File: config.mk
export PLATFORM = sky130hd
export DESIGN_NAME = bcd5_mode_counter
export DESIGN_NICKNAME = d
export VERILOG_FILES = /design/src/rtl/bcd5_pkg.sv /design/src/rtl/bcd_stage.sv /design/src/rtl/carry_router.sv /design/src/rtl/first_stage_view.sv /design/src/rtl/bcd5_mode_counter.sv
export SDC_FILE = /design/constraint.sdc
export NUM_CORES = 1
export LEC_CHECK = 0
export BUFFER_PORTS_ARGS = -buffer_cell sky130_fd_sc_hd__buf_2
export CAP_MARGIN = 30
export CORE_ASPECT_RATIO = 1.25
export CORE_UTILIZATION = 44
export CTS_CLUSTER_SIZE = 8
export DETAILED_ROUTE_END_ITERATION = 12
export PLACE_DENSITY = 0.74
export REMOVE_ABC_BUFFERS = 1
export SLEW_MARGIN = 20
export SYNTH_ARGS = -nofsm -noshare
export SYNTH_HDL_FRONTEND = slang
export SYNTH_SLANG_ARGS = --single-unit
File: constraint.sdc
create_clock -name clk -period 3.24 [get_ports clk]
set_input_delay 0.81 -clock clk [delete_from_list [all_inputs] [get_ports clk]]
set_output_delay 0.81 -clock clk [all_outputs]
set_load 0.01 [all_outputs]
File: src/rtl/bcd5_pkg.sv
package bcd5_pkg;
  localparam int DIGIT_W = 4;
  localparam logic [DIGIT_W-1:0] BLANK_CODE = 4'hF;

  typedef enum logic [1:0] {
    MODE_CHAIN = 2'b00,
    MODE_TEST  = 2'b01,
    MODE_HALF  = 2'b10,
    MODE_ROUND = 2'b11
  } mode_e;
endpackage

File: src/rtl/bcd_stage.sv
module bcd_stage
  import bcd5_pkg::*;
(
  input  logic               clk,
  input  logic               rst,
  input  logic               inc,
  output logic [DIGIT_W-1:0] digit,
  output logic               at_nine
);
  localparam logic [DIGIT_W-1:0] TOP = DIGIT_W'(9);

  always_ff @(posedge clk) begin
    if (rst) digit <= '0;
    else if (inc) digit <= (digit == TOP) ? '0 : digit + 1'b1;
  end

  assign at_nine = (digit == TOP);


  digit_range_chk: assert property (@(posedge clk) disable iff (rst)
    digit <= TOP);

  wrap_to_zero_chk: assert property (@(posedge clk) disable iff (rst)
    (inc && digit == TOP) |=> digit == '0);

  hold_when_idle_chk: assert property (@(posedge clk) disable iff (rst)
    !inc |=> $stable(digit));
endmodule

File: src/rtl/carry_router.sv
module carry_router
  import bcd5_pkg::*;
#(
  parameter int NUM_STAGES = 5,
  parameter int BYPASS_IDX = 3
) (
  input  logic               ev,
  input  mode_e              mode,
  input  logic [DIGIT_W-1:0] first_digit,
  input  logic [NUM_STAGES-1:0] at_nine,
  output logic [NUM_STAGES-1:0] inc
);
  logic [DIGIT_W-1:0] tap;
  logic               test_mode;

  always_comb begin
    case (mode)
      MODE_ROUND: tap = DIGIT_W'(4);
      MODE_HALF:  tap = DIGIT_W'(7);
      default:    tap = DIGIT_W'(9);
    endcase
  end

  assign test_mode = (mode == MODE_TEST);

  for (genvar k = 0; k < NUM_STAGES; k++) begin : g_inc
    if (k == 0) begin : g_first
      assign inc[k] = ev;
    end else if (k == 1) begin : g_second
      assign inc[k] = test_mode ? ev : (ev && first_digit == tap);
    end else if (k == BYPASS_IDX) begin : g_bypass
      assign inc[k] = test_mode ? ev : (inc[k-1] && at_nine[k-1]);
    end else begin : g_ripple
      assign inc[k] = inc[k-1] && at_nine[k-1];
    end
  end
endmodule

File: src/rtl/first_stage_view.sv
module first_stage_view
  import bcd5_pkg::*;
(
  input  mode_e              mode,
  input  logic [DIGIT_W-1:0] digit,
  output logic [DIGIT_W-1:0] view,
  output logic               valid
);
  always_comb begin
    view  = BLANK_CODE;
    valid = 1'b0;
    case (mode)
      MODE_CHAIN: begin
        view  = digit;
        valid = 1'b1;
      end
      MODE_HALF: begin
        view  = (digit >= DIGIT_W'(3) && digit <= DIGIT_W'(7)) ? DIGIT_W'(5) : '0;
        valid = 1'b1;
      end
      default: begin
        view  = BLANK_CODE;
        valid = 1'b0;
      end
    endcase
  end
endmodule

File: src/rtl/bcd5_mode_counter.sv
module bcd5_mode_counter
  import bcd5_pkg::*;
#(
  parameter int NUM_STAGES = 5,
  parameter int BYPASS_IDX = 3,
  localparam int OUT_W = NUM_STAGES * DIGIT_W
) (
  input  logic             clk,
  input  logic             rst,
  input  logic             cnt_en,
  input  logic             mode_a,
  input  logic             mode_b,
  output logic [OUT_W-1:0] disp_o,
  output logic             first_valid_o
);
  mode_e                   mode;
  logic [DIGIT_W-1:0]      dig [NUM_STAGES];
  logic [NUM_STAGES-1:0]   at_nine;
  logic [NUM_STAGES-1:0]   inc;
  logic [DIGIT_W-1:0]      first_view;

  assign mode = mode_e'({mode_a, mode_b});

  carry_router #(.NUM_STAGES(NUM_STAGES), .BYPASS_IDX(BYPASS_IDX)) router_i (
    .ev(cnt_en), .mode(mode), .first_digit(dig[0]), .at_nine(at_nine), .inc(inc)
  );

  for (genvar k = 0; k < NUM_STAGES; k++) begin : g_stage
    bcd_stage stage_i (
      .clk(clk), .rst(rst), .inc(inc[k]), .digit(dig[k]), .at_nine(at_nine[k])
    );
    if (k == 0) begin : g_view
      assign disp_o[DIGIT_W-1:0] = first_view;
    end else begin : g_raw
      assign disp_o[k*DIGIT_W +: DIGIT_W] = dig[k];
    end
  end

  first_stage_view view_i (
    .mode(mode), .digit(dig[0]), .view(first_view), .valid(first_valid_o)
  );


  chain_hold_chk: assert property (@(posedge clk) disable iff (rst)
    (mode == MODE_CHAIN && cnt_en && dig[0] != DIGIT_W'(9)) |=> $stable(dig[1]));

  test_step_chk: assert property (@(posedge clk) disable iff (rst)
    (mode == MODE_TEST && cnt_en) |=> (dig[1] != $past(dig[1]) && dig[BYPASS_IDX] != $past(dig[BYPASS_IDX])));

  round_carry_chk: assert property (@(posedge clk) disable iff (rst)
    (mode == MODE_ROUND && cnt_en && dig[0] == DIGIT_W'(4)) |=> dig[1] != $past(dig[1]));

  half_view_chk: assert property (@(posedge clk) disable iff (rst)
    (mode == MODE_HALF) |-> (disp_o[DIGIT_W-1:0] == '0 || disp_o[DIGIT_W-1:0] == DIGIT_W'(5)));

  blank_code_chk: assert property (@(posedge clk) disable iff (rst)
    !first_valid_o |-> disp_o[DIGIT_W-1:0] == BLANK_CODE);
endmodule

==> results of run 1 <==
synth_stat cells, types with 2 or more instances:
master / number
a211oi_1: 2
a21bo_2: 2
a21oi_1: 9
a31o_2: 2
a31oi_1: 4
and3_2: 2
buf_4: 17
clkbuf_1: 3
dfxtp_1: 20
inv_1: 6
inv_2: 2
mux2_1: 2
mux2i_1: 5
nand2_1: 7
nand2b_1: 4
nand3_1: 3
nand3b_1: 5
nand4_1: 2
nand4b_1: 3
nor2_1: 19
nor2b_1: 7
nor3_1: 4
o21ai_0: 6
xnor2_1: 3
layout by cell type (no fill, tap or decap), drive strengths merged, types with 3 or more instances in the layout:
cell and count:
a21boi 3, a21oi 10, a31oi 4, buf 25
clkbuf 4, dfxtp 20, inv 8, mux2i 5
nand2 7, nand2b 4, nand3 3, nand3b 5
nand4b 3, nor2 19, nor2b 7, nor3 4
o21ai 7, xnor2 3
power groups by stage:
stage / Combinational (mW) / Clock, mW / Sequential [mW]
floorplan: 0.0262 / 0 / 0.263
global placement: 0.0437 / 0 / 0.263
detailed placement: 0.0458 / 0 / 0.264
CTS: 0.0460 / 0.148 / 0.259
global route: 0.0502 / 0.156 / 0.260
finish: 0.0455 / 0.144 / 0.259
metrics by stage:
step | worst slack, ns | util [%] | area, um2 | instances
3_5_place_dp | 0.6110 | 47.89 | 1321 | 194
6_report | 0.9255 | 49.21 | 1358 | 198
5_1_grt | 0.8153 | 49.21 | 1358 | 198
2_1_floorplan | 0.9880 | - | 1154 | 135
3_3_place_gp | 0.7266 | 47.89 | 1321 | 194
4_1_cts | 0.9310 | 49.21 | 1358 | 198
area by class of cell:
| cell class | count | area, um2 | share of cell area [%] |
|---|---|---|---|
| Clock buffer | 4 | 36.28 | 2.673 |
| Inverter | 8 | 30.03 | 2.212 |
| Multi-Input combinational cell | 107 | 723.2 | 53.27 |
| Sequential cell | 20 | 400.4 | 29.49 |
| Tap cell | 34 | 42.54 | 3.134 |
| Timing Repair Buffer | 25 | 125.1 | 9.217 |
logic make-up after synthesis:
kind of cell / Yosys count / share of synthesized area (%)
and+or+nand+nor: 62 / 28.02
AOI/OAI and AO/OA: 34 / 19.19
buffers and inverters: 29 / 13.82
DFF: 20 / 30.71
muxes: 7 / 5.566
xor gates and xnor gates: 4 / 2.688
how the worst max path moves through the flow:
stage	start	endpoint	slack [ns]	cells past startpoint
2_1_floorplan	mode_b	g_stage[4].stage_i.digit[2]$_SDFFE_PP0P_	0.99	6
3_3_place_gp	mode_b	g_stage[4].stage_i.digit[2]$_SDFFE_PP0P_	0.73	7
3_5_place_dp	mode_b	g_stage[4].stage_i.digit[2]$_SDFFE_PP0P_	0.61	7
4_1_cts	mode_b	g_stage[4].stage_i.digit[2]$_SDFFE_PP0P_	0.93	7
5_1_grt	mode_b	g_stage[4].stage_i.digit[2]$_SDFFE_PP0P_	0.82	7
6_report	mode_b	g_stage[4].stage_i.digit[2]$_SDFFE_PP0P_	0.93	7
layer usage:
| layer | wire [um] | vias to the layer above | share of wire (%) |
|---|---|---|---|
| met5 | 0 | - | 0 |
| li1 | - | 548 | - |
| met2 | 1321 | 18 | 52 |
| met4 | 10 | 0 | 0.40 |
| met3 | 68 | 2 | 2.7 |
| met1 | 1130 | 506 | 45 |
critical path: cells and delay by family:
kind,cells,cell delay (ns)
buffers and inverters,1,0.15
and+or+nand+nor,2,0.28
AOI/OAI and AO/OA,3,0.93
muxes,1,0.33
==> metrics.cfg, run 1 <==
[worst_setup_path]
arrival_ns = 2.51
regToRegStartpoint = g_stage[0].stage_i.digit[1]$_SDFFE_PP0P_
cp-end-kind = register
r2r_setup_slack_ns = 1.05
cp_max_fo = 11
crit_type = primary input to register
reg2reg_to = g_stage[4].stage_i.digit[2]$_SDFFE_PP0P_
worst_path_max_delay_cell = a21oi_2
startpoint_type = primary input
crit_path_max_incr_delay_ns = 0.46
cp_cell_sequence = buf_2 -> nand4bb_1 -> a21oi_1 -> o2111ai_2 -> a21oi_2 -> nand4_1 -> mux2_1
reg2reg_depth = 6
cp.required_ns = 3.43

[yosys]
synth_edf_count = 0
synth_top_area_share_pct = 30.71
yosysSeqAreaShare_pct = 30.71
synth_area_um2 = 1304
synth.avg_cell_area_um2 = 8.357
synth_seq_cells = 20
ys_warn_count = 0
ys_async_sr_fraction_pct = 0
ys_types = 41
synth_ff_type = dfxtp_1
synthTopCellsByArea = dfxtp_1 (31%), buf_4 (9.8%), nor2_1 (5.5%)
synth_top_cell_by_area = dfxtp_1
syn_inst = 156

[sta]
timing.hold.ws_ns = 0.5384
setup_viol = 0
rsz0062_at_grt = no
clock.fmax_mhz = 432.1
fin_crit_ns = 2.314
worst_pin_slew_ns = 0.5069
hold_viol_final = 0
skew_ns = 0.001361
finalCritPeriodShare_pct = 71.43
tns_ns = 0
maxSlewViolCount = 0
relSlewSlack_pct = 66.21

[route]
via_per_inst = 5.424
ant_nets = 0
wl_per_cell_um = 12.78
wl_um = 2531
vias = 1074
drtPass1Iterations = 4
drc = 0
dr.first_iter.drc_count = 36

[floorplanning]
die_y_um = 62.86
num_rows = 21
die_w_um = 50.69
io_pins = 26
fp.coreArea_um2 = 2759
dieArea_um2 = 3186
start_util_pct = 47.26

[grt]
use_met2_pct = 30.50
grt_pass1_wl_um = 4291
grt_pass1_vias = 1004
grt-busiest-layer = met2
grt_max_degree = 25
grt_use_met1_pct = 19.23
globalRouteTotalUtil_pct = 16.71
grt-ovfl-total = 0
grt_antenna_before_repair = 0
met3_usage_pct = 2.676

[power_and_ir_drop]
combPwrFrac_pct = 10.1
ir_worst_vdd_v = 0.0001909
p_leak_nw = 0.5156
switching_power_uw = 111.9
swShare_pct = 24.93
p_total_uw = 448.7
p_int_uw = 336.8
seqPwrFrac_pct = 57.7
p_per_area_nw_per_um2 = 330.5
p_clk_share_pct = 32.2

[placed_design]
gp_congestion = 0.8334
port_buffers = 25
hpwl_um = 1866

[clock_tree]
cts_resized = 0
cts_buffers = 3
clk_latency_ns = 0.29
clock_sinks = 20
cts_hold_buffers = 0
cts.root.buffer_cell = clkbuf_4
clk_pin_slew_ns = 0.11
clock_path_buffers = 2
cts_htree_levels = 1
cts_tree = done
post-cts-setup-buffer-count = 0

[finish]
areaGrowthSynthToFinish_pct = 4.127
fillers = 279
layout.nets = 170
largest_register = g_stage.stage_i.digit
largestRegisters = g_stage.stage_i.digit: 20 flops
largest_reg_flops = 20
n_antenna_cell = 0
drive_gt1_share_pct = 27.44

[hold_path]
hold_path_end = g_stage[4].stage_i.digit[3]$_SDFFE_PP0P_
hold_depth = 2
min_from = g_stage[4].stage_i.digit[3]$_SDFFE_PP0P_
hold_class = register to register

[flow_run]
max_cap_viol_count = 0

[run_status]
status = finished, final reports clean

Note: power is estimated with default switching activity, not from simulation.
==> run 2: changes to the inputs <==
- clock period: 3.24 -> 2.34 ns (I/O delays scaled with it)
==> run 2 against run 1 <==
  * Sequential power is 38% higher
  * Non-clock buffer count is 2 higher
  * Sequential share of layout area is 0.66 points lower
  * Total power is 59% higher
  * Clock power is 100% higher
  * Combinational power is 41% higher
  * Clock skew is 0.0039 ns higher
  * Global-route usage is 2.0 points higher
  * Flip-flop and latch count stayed put
  * Worst setup slack worse by 0.55 ns
  * Wire length is 3.3% higher
  * Critical path depth is 2 lower
  * Critical path type is now register to output port
  * Largest cell class unchanged
==> metrics.cfg, run 2 (synthesis gave the netlist of run 1 again) <==
[finish]
layout_commonest_cell = buf_2  ; unchanged
areaGrowthSynthToFinish_pct = 6.526  ; was 4.127%
largest_reg_flops = 20  ; unchanged
multiInputGateArea_um2 = 723.2  ; unchanged
fin_util_pct = 50.34  ; was 49.21%
fillers = 277  ; was 279
n_antenna_cell = 0  ; unchanged
regArea_um2 = 400.4  ; unchanged
drive_gt1_share_pct = 28.31  ; was 27.44%
fin_cells = 200  ; was 198
mostFrequentLayoutCells = buf_2 (25), dfxtp_1 (20), nor2_1 (19)  ; unchanged
largest_register = g_stage.stage_i.digit  ; unchanged
largestRegisters = g_stage.stage_i.digit: 20 flops  ; unchanged
layout.nets = 172  ; was 170

[sta]
relSlewSlack_pct = 70.38  ; was 66.21%
fin_ws_ns = 0.3777  ; was 0.9255 ns
clock.fmax_mhz = 509.6
rsz0062_at_grt = no  ; unchanged
tns_ns = 0  ; unchanged
finalCritPeriodShare_pct = 83.86
hold_viol_final = 0  ; unchanged
setup_viol = 0  ; unchanged
worst_pin_slew_ns = 0.4444  ; was 0.5069 ns
skew_ns = 0.005228  ; was 0.001361 ns
maxSlewViolCount = 0  ; unchanged
fin_crit_ns = 1.962

[placed_design]
post-place-ws_ns = 0.1845  ; was 0.6110 ns
hpwl_um = 1956  ; was 1866 um
port_buffers = 25  ; unchanged
dp_cells = 196  ; was 194
gp_congestion = 0.7716  ; was 0.8334

[clock_tree]
cts_htree_levels = 1  ; unchanged
clock_path_buffers = 2  ; unchanged
cts_hold_buffers = 0  ; unchanged
cts_tree = done  ; unchanged
cts_buffers = 3  ; unchanged
post-cts-setup-buffer-count = 0  ; unchanged
clock_sinks = 20  ; unchanged
cts_resized = 0  ; unchanged
clk_pin_slew_ns = 0.12  ; was 0.11 ns
cts.root.buffer_cell = clkbuf_4  ; unchanged
clk_latency_ns = 0.31  ; was 0.29 ns

[floorplanning]
dieArea_um2 = 3186  ; unchanged
io_pins = 26  ; unchanged
fp.coreArea_um2 = 2759  ; unchanged
start_util_pct = 47.26  ; unchanged
die_y_um = 62.86  ; unchanged
die_w_um = 50.69  ; unchanged
num_rows = 21  ; unchanged

[worst_setup_path]
crit_path_max_incr_delay_ns = 0.49  ; was 0.46 ns
crit_start = g_stage[0].stage_i.digit[1]$_SDFFE_PP0P_  ; was mode_b
critPathBufInv = 2  ; was 1
cpLargestDelayFamily = flip-flops  ; was compound AO/OA/AOI/OAI gates
cp.depth = 5  ; was 7
arrival_ns = 1.38  ; was 2.51 ns
regToRegStartpoint = g_stage[1].stage_i.digit[3]$_SDFFE_PP0N_  ; was g_stage[0].stage_i.digit[1]$_SDFFE_PP0P_
cp-end-kind = output port  ; was register
crit_type = register to output port  ; was primary input to register
startpoint_type = register  ; was primary input
r2r_setup_slack_ns = 0.40  ; was 1.05 ns
cp_max_fo = 8  ; was 11
crit_end = disp_o[0]  ; was g_stage[4].stage_i.digit[2]$_SDFFE_PP0P_
worst_path_max_delay_cell = dfxtp_1  ; was a21oi_2
cp.required_ns = 1.75  ; was 3.43 ns
reg2reg_depth = 6  ; unchanged
cp_cell_sequence = inv_2 -> o21ai_0 -> nand2_1 -> o211ai_1 -> buf_2  ; was buf_2 -> nand4bb_1 -> a21oi_1 -> o2111ai_2 -> a21oi_2 -> nand4_1 -> mux2_1
reg2reg_to = g_stage[4].stage_i.digit[2]$_SDFFE_PP0P_  ; unchanged

[power_and_ir_drop]
p_total_uw = 712.4  ; was 448.7 uW
p_per_area_nw_per_um2 = 513.0  ; was 330.5 nW/um2
ir_worst_vdd_v = 0.0003743  ; was 0.0001909 V
p_leak_nw = 0.5334  ; was 0.5156 nW

[route]
drc = 0  ; unchanged
wl_per_cell_um = 13.08  ; was 12.78 um
drtPass1Iterations = 4  ; unchanged
ant_nets = 0  ; unchanged
dr.first_iter.drc_count = 36  ; unchanged
wl_um = 2615  ; was 2531 um
via_per_inst = 5.390  ; was 5.424
vias = 1078  ; was 1,074

[run_status]
status = finished, final reports clean  ; unchanged

[grt]
grt_max_degree = 25  ; unchanged
grt-ovfl-total = 0  ; unchanged
globalRouteTotalUtil_pct = 18.70  ; was 16.71%
grt_pass1_vias = 1038  ; was 1,004
grt_antenna_before_repair = 0  ; unchanged
grt_pass1_wl_um = 4581  ; was 4291 um

[flow_run]
max_cap_viol_count = 0  ; unchanged

[hold_path]
hold_class = primary input to register  ; was register to register

run 2: cell type report:
| cell class | count | area share (%) |
|---|---|---|
| tap | 34 | 3.063 |
| clock buffer | 3 | 1.622 |
| timing repair buffer | 27 | 10.09 |
| sequential | 20 | 28.83 |
| multi-input combinational | 107 | 52.07 |
| inverter | 8 | 2.162 |
| clock inverter | 1 | 2.162 |
run 2: worst min-delay path by stage:
stage,to,slack [ns],startpoint,depth (start not counted)
final,g_stage[0].stage_i.digit[0]$_SDFFE_PP0P_,0.56,cnt_en,3
after global routing,g_stage[0].stage_i.digit[0]$_SDFFE_PP0P_,0.60,cnt_en,3
after CTS,g_stage[3].stage_i.digit[3]$_SDFFE_PP0P_,0.57,g_stage[3].stage_i.digit[1]$_SDFFE_PP0P_,2
after detailed placement,g_stage[1].stage_i.digit[0]$_SDFFE_PP0N_,0.55,g_stage[1].stage_i.digit[0]$_SDFFE_PP0N_,2
after global placement,g_stage[4].stage_i.digit[3]$_SDFFE_PP0P_,0.51,g_stage[4].stage_i.digit[3]$_SDFFE_PP0P_,2
after floorplan,g_stage[0].stage_i.digit[3]$_SDFFE_PP0P_,0.50,g_stage[0].stage_i.digit[3]$_SDFFE_PP0P_,2
run 2: stage by stage:
step | hold slack (ns) | instance area [um2]
finish | 0.5648 | 1389
CTS | 0.5656 | 1389
detailed placement | 0.5455 | 1336
global placement | 0.5090 | 1336
global route | 0.5995 | 1389
floorplan | 0.4981 | 1154
run 2: worst register-to-register path, stage by stage, from the launching register on:
cell       delay (ns)
dfxtp_1          0.44
nor2b_1          0.26
and4b_1          0.27
o2111ai_2        0.18
a21oi_2          0.23
nand4_1          0.12
mux2_1           0.33
run 2: report_power, final:
group / total (mW) / switching, mW / leakage [nW] / internal [mW]
Combinational: 0.0640 / 0.0387 / 0.344 / 0.0253
Sequential: 0.358 / 0.0108 / 0.162 / 0.347
Clock: 0.291 / 0.118 / 0.0279 / 0.173
run 2: per-layer routing:
layer | share of wire [%] | up-vias | wire, um | global-route usage (%)
li1 | - | 549 | - | -
met1 | 43 | 500 | 1137 | 20.33
met2 | 52 | 22 | 1358 | 34.83
met3 | 2.4 | 7 | 63 | 2.190
met4 | 2.1 | 0 | 55 | 8.333
met5 | 0 | - | 0 | 0
